==> src/rtl/ptw_pkg.sv <==
package ptw_pkg;

  // Walk sequencing; encodings are internal only.
  typedef enum logic [2:0] {
    WS_IDLE    = 3'd0,
    WS_DIR_REQ = 3'd1,
    WS_DIR_RSP = 3'd2,
    WS_PTE_REQ = 3'd3,
    WS_PTE_RSP = 3'd4,
    WS_HIT     = 3'd5,
    WS_MISS    = 3'd6
  } walk_state_e;

  localparam logic LVL_DIR = 1'b0;
  localparam logic LVL_PTE = 1'b1;

endpackage

==> src/rtl/ptw_fsm.sv <==
module ptw_fsm
  import ptw_pkg::*;
(
  input  logic        clk,
  input  logic        rst_n,
  input  logic        start_i,
  input  logic        req_ready_i,
  input  logic        rsp_valid_i,
  input  logic        entry_ok_i,
  output walk_state_e state_o,
  output logic        take_walk_o,
  output logic        take_tbl_o,
  output logic        take_pte_o,
  output logic        level_o
);

  walk_state_e st_q, st_d;
  logic        lvl_q, lvl_d;

  always_comb begin
    st_d        = st_q;
    lvl_d       = lvl_q;
    take_walk_o = 1'b0;
    take_tbl_o  = 1'b0;
    take_pte_o  = 1'b0;
    unique case (st_q)
      WS_IDLE: begin
        if (start_i) begin
          st_d        = WS_DIR_REQ;
          take_walk_o = 1'b1;
        end
      end
      WS_DIR_REQ: begin
        if (req_ready_i) st_d = WS_DIR_RSP;
      end
      WS_DIR_RSP: begin
        if (rsp_valid_i) begin
          if (entry_ok_i) begin
            st_d       = WS_PTE_REQ;
            take_tbl_o = 1'b1;
          end else begin
            st_d  = WS_MISS;
            lvl_d = LVL_DIR;
          end
        end
      end
      WS_PTE_REQ: begin
        if (req_ready_i) st_d = WS_PTE_RSP;
      end
      WS_PTE_RSP: begin
        if (rsp_valid_i) begin
          if (entry_ok_i) begin
            st_d       = WS_HIT;
            take_pte_o = 1'b1;
          end else begin
            st_d  = WS_MISS;
            lvl_d = LVL_PTE;
          end
        end
      end
      WS_HIT, WS_MISS: st_d = WS_IDLE;
      default:         st_d = WS_IDLE;
    endcase
  end

  always_ff @(posedge clk or negedge rst_n) begin
    if (!rst_n) begin
      st_q  <= WS_IDLE;
      lvl_q <= LVL_DIR;
    end else begin
      st_q  <= st_d;
      lvl_q <= lvl_d;
    end
  end

  assign state_o = st_q;
  assign level_o = lvl_q;

endmodule

==> src/rtl/ptw_addr.sv <==
module ptw_addr #(
  parameter int VPN_W    = 20,
  parameter int DIR_BITS = 10,
  parameter int PA_W     = 32,
  parameter int ENT_LOG2 = 2
) (
  input  logic             clk,
  input  logic             rst_n,
  input  logic             take_walk_i,
  input  logic             take_tbl_i,
  input  logic             sel_tbl_i,
  input  logic [VPN_W-1:0] vpn_i,
  input  logic [PA_W-1:0]  dir_base_i,
  input  logic [PA_W-1:0]  tbl_base_i,
  output logic [PA_W-1:0]  addr_o
);

  localparam int TBL_BITS = VPN_W - DIR_BITS;

  logic [VPN_W-1:0]    vpn_q;
  logic [PA_W-1:0]     dbase_q;
  logic [PA_W-1:0]     tbase_q;
  logic [DIR_BITS-1:0] d_idx;
  logic [TBL_BITS-1:0] t_idx;
  logic [PA_W-1:0]     d_addr;
  logic [PA_W-1:0]     t_addr;

  always_ff @(posedge clk or negedge rst_n) begin
    if (!rst_n) begin
      vpn_q   <= '0;
      dbase_q <= '0;
    end else if (take_walk_i) begin
      vpn_q   <= vpn_i;
      dbase_q <= dir_base_i;
    end
  end

  always_ff @(posedge clk or negedge rst_n) begin
    if (!rst_n) begin
      tbase_q <= '0;
    end else if (take_tbl_i) begin
      tbase_q <= tbl_base_i;
    end
  end

  assign d_idx  = vpn_q[VPN_W-1 -: DIR_BITS];
  assign t_idx  = vpn_q[TBL_BITS-1:0];
  assign d_addr = dbase_q + (PA_W'(d_idx) << ENT_LOG2);
  assign t_addr = tbase_q + (PA_W'(t_idx) << ENT_LOG2);
  assign addr_o = sel_tbl_i ? t_addr : d_addr;

endmodule

==> src/rtl/ptw_entry.sv <==
module ptw_entry #(
  parameter int PA_W      = 32,
  parameter int PAGE_BITS = 12,
  parameter int VALID_POS = 0
) (
  input  logic            clk,
  input  logic            rst_n,
  input  logic            take_pte_i,
  input  logic [PA_W-1:0] rsp_data_i,
  output logic            entry_ok_o,
  output logic [PA_W-1:0] frame_base_o,
  output logic [PA_W-1:0] pte_o
);

  logic [PA_W-1:0] pte_q;

  assign entry_ok_o   = rsp_data_i[VALID_POS];
  assign frame_base_o = {rsp_data_i[PA_W-1:PAGE_BITS], {PAGE_BITS{1'b0}}};

  always_ff @(posedge clk or negedge rst_n) begin
    if (!rst_n) begin
      pte_q <= '0;
    end else if (take_pte_i) begin
      pte_q <= rsp_data_i;
    end
  end

  assign pte_o = pte_q;

endmodule

==> src/rtl/pt_walker.sv <==
module pt_walker
  import ptw_pkg::*;
#(
  parameter int VA_W      = 32,
  parameter int PAGE_BITS = 12,
  parameter int DIR_BITS  = 10,
  parameter int PA_W      = 32,
  parameter int ENT_LOG2  = 2,
  parameter int VALID_POS = 0,
  localparam int VPN_W    = VA_W - PAGE_BITS
) (
  input  logic             clk,
  input  logic             rst_n,
  input  logic             walk_req,
  input  logic [VPN_W-1:0] walk_vpn,
  input  logic [PA_W-1:0]  dir_base,
  output logic             busy,
  output logic             mem_req_valid,
  input  logic             mem_req_ready,
  output logic [PA_W-1:0]  mem_req_addr,
  input  logic             mem_rsp_valid,
  input  logic [PA_W-1:0]  mem_rsp_data,
  output logic             walk_done,
  output logic [PA_W-1:0]  walk_pte,
  output logic             walk_fault,
  output logic             fault_level
);

  walk_state_e     state;
  logic            take_walk, take_tbl, take_pte, level;
  logic            entry_ok;
  logic [PA_W-1:0] frame_base;
  logic [PA_W-1:0] pte_q;

  ptw_fsm u_fsm (
    .clk         (clk),
    .rst_n       (rst_n),
    .start_i     (walk_req),
    .req_ready_i (mem_req_ready),
    .rsp_valid_i (mem_rsp_valid),
    .entry_ok_i  (entry_ok),
    .state_o     (state),
    .take_walk_o (take_walk),
    .take_tbl_o  (take_tbl),
    .take_pte_o  (take_pte),
    .level_o     (level)
  );

  ptw_addr #(
    .VPN_W    (VPN_W),
    .DIR_BITS (DIR_BITS),
    .PA_W     (PA_W),
    .ENT_LOG2 (ENT_LOG2)
  ) u_addr (
    .clk         (clk),
    .rst_n       (rst_n),
    .take_walk_i (take_walk),
    .take_tbl_i  (take_tbl),
    .sel_tbl_i   (state == WS_PTE_REQ),
    .vpn_i       (walk_vpn),
    .dir_base_i  (dir_base),
    .tbl_base_i  (frame_base),
    .addr_o      (mem_req_addr)
  );

  ptw_entry #(
    .PA_W      (PA_W),
    .PAGE_BITS (PAGE_BITS),
    .VALID_POS (VALID_POS)
  ) u_entry (
    .clk          (clk),
    .rst_n        (rst_n),
    .take_pte_i   (take_pte),
    .rsp_data_i   (mem_rsp_data),
    .entry_ok_o   (entry_ok),
    .frame_base_o (frame_base),
    .pte_o        (pte_q)
  );

  assign busy          = (state != WS_IDLE);
  assign mem_req_valid = (state == WS_DIR_REQ) || (state == WS_PTE_REQ);
  assign walk_done     = (state == WS_HIT);
  assign walk_fault    = (state == WS_MISS);
  assign walk_pte      = walk_done ? pte_q : '0;
  assign fault_level   = walk_fault & level;

endmodule

==> config.mk <==
export PLATFORM = sky130hd
export DESIGN_NAME = pt_walker
export DESIGN_NICKNAME = d
export VERILOG_FILES = /design/src/rtl/ptw_pkg.sv /design/src/rtl/ptw_fsm.sv /design/src/rtl/ptw_addr.sv /design/src/rtl/ptw_entry.sv /design/src/rtl/pt_walker.sv
export SDC_FILE = /design/constraint.sdc
export NUM_CORES = 1
export LEC_CHECK = 0
export BUFFER_PORTS_ARGS = -buffer_cell sky130_fd_sc_hd__buf_2
export CORE_MARGIN = 5
export CORE_UTILIZATION = 39
export CTS_CLUSTER_SIZE = 25
export DETAILED_ROUTE_END_ITERATION = 16
export GPL_ROUTABILITY_DRIVEN = 0
export GPL_TIMING_DRIVEN = 0
export SLEW_MARGIN = 25
export SYNTH_ARGS = -nofsm -noshare
export SYNTH_HDL_FRONTEND = slang
export SYNTH_SLANG_ARGS = --single-unit
==> constraint.sdc <==
create_clock -name clk -period 2.8 [get_ports clk]
set_input_delay 0.42 -clock clk [delete_from_list [all_inputs] [get_ports clk]]
set_output_delay 0.42 -clock clk [all_outputs]
set_load 0.01 [all_outputs]
==> summary.md, run 1 <==
| Metric | Value |
|---|---|
| DRC errors left | `0` |
| Synth top area share | `49.01%` |
| Worst-Skew Late Latency | `0.35 ns` |
| Arrival time worst endpoint | `about 2.8 ns` |
| Clock transition at the registers of the reported paths | `0.07 ns` |
| Netlist cell types | `44` |
| Placeable Area | `13880 sq um` |
| First drt pass iteration count | `4` |
| Initial antenna violation count | `0` |
| Synthesized area | `5514 sq um` |
| Nature of the critical path startpoint | `register` |
| Top-count cell post-synth | `dfrtp_1` |
| Max frequency | `313.9 MHz` |
| WS Path Type | `reg2out` |
| Worst path bufs/invs | `2` |
| CP top delay family | `compound AO/OA/AOI/OAI gates` |
| RSZ-0062 raised after global routing | `true` |
| Violated checks | `setup timing` |
| Post-synth ARST share | `100.0%` |
| Synth Register Bits | `108` |
| Mapped Cells | `478` |
| Die area | `between 15000 and 20000 sq um` |
| Post-DRT Antenna Nets | `0` |
| TritonCTS Buffers | `9` |
| PD cells | `about 1200 nW/um^2` |
| Synth top area cells | `dfrtp_1 (49%), mux2_2 (21%), and2_1 (3.7%), xnor2_1 (3.3%), nand2_1 (3.0%)` |
| Worst path max stage delay | `roughly 0.40 ns` |
| Post-synth net total | `between 500 and 600` |
| Post-layout util | `51.61%` |
| Max clock buf depth | `2` |
| Row count | `between 40 and 50` |
| LEAKAGE | `0.003291 uW` |
| Setup WS pre-CTS | `-0.2524 ns` |
| CP required | `~2.4 ns` |
| Status | `finished, violations left` |
| Final-stage net count | `around 770` |
| Vias in the first global route | `4275` |
| Max-Cap Viols | `0` |
| Via Count | `4265` |
| H-Tree Depth | `3` |
| Pin count of the biggest net entering global routing | `78` |
| Placed insts | `just over 800` |
| Antenna fix cells | `0` |
| Final WL | `14.26 mm` |
| Final Hold Viols | `0` |
| Via density | `about 5` |
| Worst-Margin Slew | `0.5518 ns` |
| Setup-failing EPs final | `12` |
| PortBufs | `around 160` |
| DR iter-0 viols | `168` |
| Avg WL per Cell | `~17 um` |
| Hold WS | `0.2974 ns` |
| HPWL Detailed | `10.73 mm` |
| Die height | `128.9 um` |
| Global-route wire length before repair | `~22 mm` |
| Post-synth top area cell | `dfrtp_1` |
| Fin. max-slew vios | `0` |
| Setup ws final | `-0.3853 ns` |
| Fin cells | `851` |
| Clock sinks | `108` |
| Critical-path maximum fanout | `9` |
| Fin crit period | `about 3.2 ns` |
| All-layer global routing usage | `about 17%` |
| Initial Utilization | `about two fifths` |
| CP max stage cell | `dfrtp_1` |
| Syn. warnings | `0` |
| Layout cells sized above 1 | `approximately half` |
| GRT overflow | `0` |
| TritonCTS clock tree | `built` |
| Post-synth top cells | `dfrtp_1 (108), mux2_2 (105), nand2_1 (44), and2_1 (33), o21ai_0 (22)` |
| Rel. slew slack | `63.21%` |
| Worst clock skew | `between 0.008 and 0.009 ns` |
| Chip Width | `128.9 um` |
| CTS root buffer | `clkbuf_16` |
| Layout fillers | `1258` |
| Worst vdd ir | `0.5274 mV` |
| Seq/Total Area, Yosys | `about half` |
| Prevailing post-synth register cell | `dfrtp_1` |
| CP cell instances | `ha_2, fa_2, a21o_1, a221o_2, a21oi_4, buf_12, nor3_1, xnor2_1, o21ai_1, buf_2` |
| P&R area growth vs syn | `29.93%` |
| Post-synth EDFFs | `0` |
| IO Pins | `158` |
| Worst min path class | `in2reg` |
| Syn_area_per_cell | `11.54 sq um` |
| Crit end category | `primary output` |
| Period utilisation layout | `113.8%` |
-- sequential cells by signal (all words and copies together) (netlist names) --
name,count
u_addr.dbase_q,32
u_addr.vpn_q,20
u_addr.tbase_q,20
u_fsm.state_o,3
u_entry.pte_o,32
u_fsm.level_o,1
-- report_power, final --
part           internal [uW]  switching [uW]  total (uW)
combinational           2440            2350        4800
sequential              2310             518        2830
clock                    604             558        1160
-- placed cells by master, fill, tap and decap left out, types with 3 or more instances in the layout --
| master | netlist | layout |
|---|---|---|
| a21oi_1 | 15 | 9 |
| a21oi_2 | 1 | 6 |
| and2_1 | 33 | 33 |
| and3_1 | 5 | 5 |
| buf_2 | 15 | 170 |
| buf_4 | 0 | 16 |
| buf_6 | 1 | 4 |
| clkbuf_1 | 8 | 9 |
| clkbuf_16 | 0 | 9 |
| dfrtp_1 | 108 | 108 |
| ha_1 | 10 | 5 |
| ha_4 | 0 | 4 |
| inv_1 | 6 | 6 |
| mux2_2 | 105 | 105 |
| nand2_1 | 44 | 44 |
| nand3_1 | 8 | 6 |
| nand4_1 | 3 | 3 |
| nor2_1 | 10 | 8 |
| nor2_4 | 1 | 3 |
| nor2b_1 | 4 | 4 |
| nor3_1 | 10 | 10 |
| nor4_1 | 3 | 3 |
| o21a_1 | 4 | 4 |
| o21ai_0 | 22 | 7 |
| o21ai_1 | 7 | 22 |
| xnor2_1 | 21 | 20 |
| xor2_1 | 4 | 3 |
-- final timing paths --
| path | start | endpoint | slack [ns] | cells past startpoint |
|---|---|---|---|---|
| worst max register to register | u_fsm.state_o[0] | u_addr.vpn_q[7] | 0.76 | 6 |
| max in group asynchronous | rst_n | u_entry.pte_o[8] | 1.60 | 3 |
| min in group asynchronous | rst_n | u_addr.dbase_q[16] | 0.53 | 2 |
| worst min-delay path | walk_vpn[6] | u_addr.vpn_q[6] | 0.30 | 2 |
| worst max-delay path | u_addr.dbase_q[2] | mem_req_addr[22] | -0.39 | 10 |
| worst min register to register | u_entry.pte_o[0] | u_entry.pte_o[0] | 0.46 | 1 |
-- layer usage --
layer	track usage [%]	vias up	wire [um]
met1	23.04	2073	6413
li1	-	2061	-
met5	0	-	0
met3	2.159	15	647
met2	28.26	116	6957
met4	5.744	0	237
-- timing repair --
action / CTS / global route
gates cloned: 1 / 0
gates resized for setup: 25 / 31
endpoints found under the hold margin: 31 / 0
hold buffers: 1 / 0
setup endpoints to repair: 30 / 35
pin swaps: 6 / 22
setup buffers: 8 / 9
-- cell type report --
cell class | instances | area [sq um] | area share, %
plain buffers | 24 | 118.9 | 1.659
clock buffers | 12 | 236.5 | 3.301
clock inverters | 4 | 26.28 | 0.3667
inverters | 6 | 22.52 | 0.3144
multi-input cells | 340 | 2845 | 39.71
flip-flops and latches | 108 | 2703 | 37.72
well taps | 180 | 225.2 | 3.144
repair buffers | 177 | 987.2 | 13.78
-- per-stage QoR --
step,instance area (sq um),setup TNS [ns],power [uW]
floorplan,5514,0,5493
global placement,6525,-1.606,6737
detailed placement,6559,-1.873,6845
CTS,6985,-4.229,8375
global route,7164,-5.955,9449
finish,7164,-3.699,8785
-- cell families after synthesis --
| group | share of synthesized area (%) |
|---|---|
| adder cells (fa/ha/maj) | 2.632 |
| multiplexers | 21.44 |
| XOR/XNOR | 3.971 |
| flip-flops | 49.01 |
| AND/OR/NAND/NOR | 12.30 |
| buffers and inverters | 2.519 |
| AO/OA/AOI/OAI | 8.124 |
Note: power is estimated with default switching activity, not from simulation.
==> run 2, diff against run 1 <==
- ABC_AREA: unset -> 1
==> summary.md, run 2 <==
| Metric | Value |
|---|---|
| Final-stage net count | `1063` |
| Rel. slew slack | `69.25%` |
| DRC errors left | `0` |
| All-layer global routing usage | `between 10% and 20%` |
| Placeable Area | `15830 sq um` |
| Seq/Total Area, Yosys | `43.05%` |
| Syn_area_per_cell | `7.958 sq um` |
| Post-DRT Antenna Nets | `0` |
| First drt pass iteration count | `5` |
| Initial Utilization | `~40%` |
| Synth top area cells | `dfrtp_1 (43%), nand2_1 (13%), mux2_4 (8.6%), inv_1 (6.7%), nor2_1 (5.4%)` |
| Netlist cell types | `40` |
| Logic pwr share | `a little under three fifths` |
| Worst vdd ir | `around 0.46 mV` |
| CP required | `roughly 2.4 ns` |
| HPWL Detailed | `approximately 13 mm` |
| PortBufs | `157` |
| Nature of the critical path startpoint | `register` |
| GRT overflow | `0` |
| Hold WS | `0.2817 ns` |
| Vias in the first global route | `5578` |
| Layout cells sized above 1 | `between 30% and 40%` |
| IO Pins | `158` |
| Syn. warnings | `0` |
| Clock transition at the registers of the reported paths | `0.08 ns` |
| Clk pwr share | `roughly 14%` |
| H-Tree Depth | `3` |
| Clock sinks | `108` |
| Die area | `18740 sq um` |
| Crit end category | `primary output` |
| Commonest non-fill, non-tap cell in the layout | `nand2_1` |
| Status | `complete, no violations` |
| Post-synth ARST share | `100.0%` |
| Final Hold Viols | `0` |
| Synthesized area | `6279 sq um` |
| Worst clock skew | `just over 0.009 ns` |
| Worst min path class | `in2reg` |
| Fin crit period | `2.708 ns` |
| Top-count cell post-synth | `nand2_1` |
| Setup-failing EPs final | `0` |
| Post-synth top cells | `nand2_1 (216), inv_1 (112), dfrtp_1 (108), nor2_1 (90), nand3_1 (49)` |
| Row count | `46` |
| WS Path Type | `reg2out` |
| Layout fillers | `1555` |
| Avg WL per Cell | `14.98 um` |
| Post-layout util | `50.06%` |
| Via Count | `5562` |
| Max frequency | `369.3 MHz` |
| DR iter-0 viols | `222` |
| P_sw | `4376 uW` |
| Worst-Skew Late Latency | `0.36 ns` |
| Mapped Cells | `789` |
| Fin. max-slew vios | `0` |
| RSZ-0062 raised after global routing | `true` |
| Chip Width | `about 140 um` |
| Sequential Power Share | `29.3%` |
| Int Power | `5359 uW` |
| Global-route wire length before repair | `28.21 mm` |
| Critical-path maximum fanout | `8` |
| Die height | `136.9 um` |
| Synth Register Bits | `108` |
| P&R area growth vs syn | `26.21%` |
| Period utilisation layout | `between 90 and 100%` |
| Post-synth net total | `889` |
| Post-synth EDFFs | `0` |
| CTS root buffer | `clkbuf_16` |
| Final WL | `17.75 mm` |
| Max clock buf depth | `2` |
| PD cells | `1229 nW/um^2` |
| Commonest cells after routing, fill and taps aside | `nand2_1 (208), buf_2 (168), inv_1 (112)` |
| LEAKAGE | `approximately 0.0043 uW` |
| Synth top area share | `43.05%` |
| TritonCTS clock tree | `built` |
| TritonCTS Buffers | `9` |
| Pin count of the biggest net entering global routing | `72` |
| Post-synth top area cell | `dfrtp_1` |
| Via density | `between 4 and 5` |
| Initial antenna violation count | `3` |
| Max-Cap Viols | `0` |
| Prevailing post-synth register cell | `dfrtp_1` |
| Worst-Margin Slew | `0.4612 ns` |
| Arrival time worst endpoint | `2.29 ns` |
| Switch share | `44.96%` |
run 2: cell types whose count changed after synthesis, sizes merged, moves of 21 or more:
cell / change
nand2: +178
inv: +111
nor2: +86
mux2: -69
nand3: +43
and2: -32
o21ai: +21
run 2: worst paths after layout:
kind | endpoint | slack [ns] | startpoint | cells after the start
worst max-delay path | mem_req_addr[14] | 0.09 | u_addr.vpn_q[10] | 10
worst min-delay path | u_addr.dbase_q[5] | 0.28 | dir_base[5] | 2
worst max register to register | u_addr.tbase_q[25] | 1.25 | u_fsm.state_o[0] | 6
worst min register to register | u_entry.pte_o[0] | 0.46 | u_entry.pte_o[0] | 2
max in group asynchronous | u_addr.dbase_q[29] | 1.60 | rst_n | 3
min in group asynchronous | u_fsm.state_o[0] | 0.52 | rst_n | 2
run 2: cells by family (layout without fill, tap and decap cells):
kind of cell / count (synthesis) / after routing / share of synthesized area (%)
XOR/XNOR: 7 / 7 / 0.9765
other: 0 / 1 / 0
AO/OA/AOI/OAI: 91 / 91 / 7.732
flip-flops: 108 / 108 / 43.05
AND/OR/NAND/NOR: 393 / 393 / 27.04
multiplexers: 36 / 36 / 8.609
adder cells (fa/ha/maj): 11 / 11 / 2.312
buffers and inverters: 143 / 322 / 10.28
run 2: critical path, stage by stage (launching register included):
cell and delay, ns:
dfrtp_1 0.42, ha_4 0.18, fa_2 0.37, nand3_2 0.10, nand3_4 0.10, nand3_4 0.09, nand3b_4 0.14, or2_1 0.27
nand3_2 0.06, nand2_1 0.05, buf_2 0.14
run 2: what timing repair did:
action	CTS	global route
setup endpoints to repair	10	20
buffers inserted	1	3
gates resized for setup	8	35
cloned	0	0
pin swaps	1	5
endpoints found under the hold margin	37	0
hold buffers	1	0
run 2: area by class of cell:
class | count | area [sq um] | area share (%)
Tap cell | 216 | 270.3 | 3.411
Clock inverter | 6 | 83.83 | 1.058
Sequential cell | 108 | 2703 | 34.11
Timing Repair Buffer | 163 | 859.6 | 10.85
Clock buffer | 10 | 229.0 | 2.890
Inverter | 117 | 441.7 | 5.574
Multi-Input combinational cell | 538 | 3131 | 39.51
Antenna cell | 1 | 2.502 | 0.03158
Buffer | 26 | 203.9 | 2.574
run 2: metrics by stage:
step	setup slack (ns)	std cells	power (uW)	cell area (sq um)	TNS [ns]
floorplan	0.5372	789	6216	6279	0
global placement	-0.06727	1162	7857	7335	-6.109
detailed placement	0.1026	1163	7915	7368	0
CTS	0.002554	1181	9385	7740	0
global route	-0.03270	1184	10540	7921	-0.06101
finish	0.09247	1185	9735	7924	0
run 2: layer usage:
layer | GRT usage [%] | vias up | part of all wire (%)
li1 | - | 2825 | -
met1 | 25.84 | 2559 | 44
met2 | 31.08 | 146 | 48
met3 | 5.588 | 26 | 7.5
met4 | 4.823 | 6 | 1.1
met5 | 0 | - | 0.20
run 2: power groups by stage:
| stage | registers (uW) | clock network, uW | logic, uW |
|---|---|---|---|
| floorplan | 2670 | 0 | 3540 |
| global placement | 2810 | 0 | 5050 |
| detailed placement | 2810 | 0 | 5100 |
| CTS | 2810 | 1380 | 5190 |
| global route | 2950 | 1450 | 6150 |
| finish | 2850 | 1360 | 5520 |
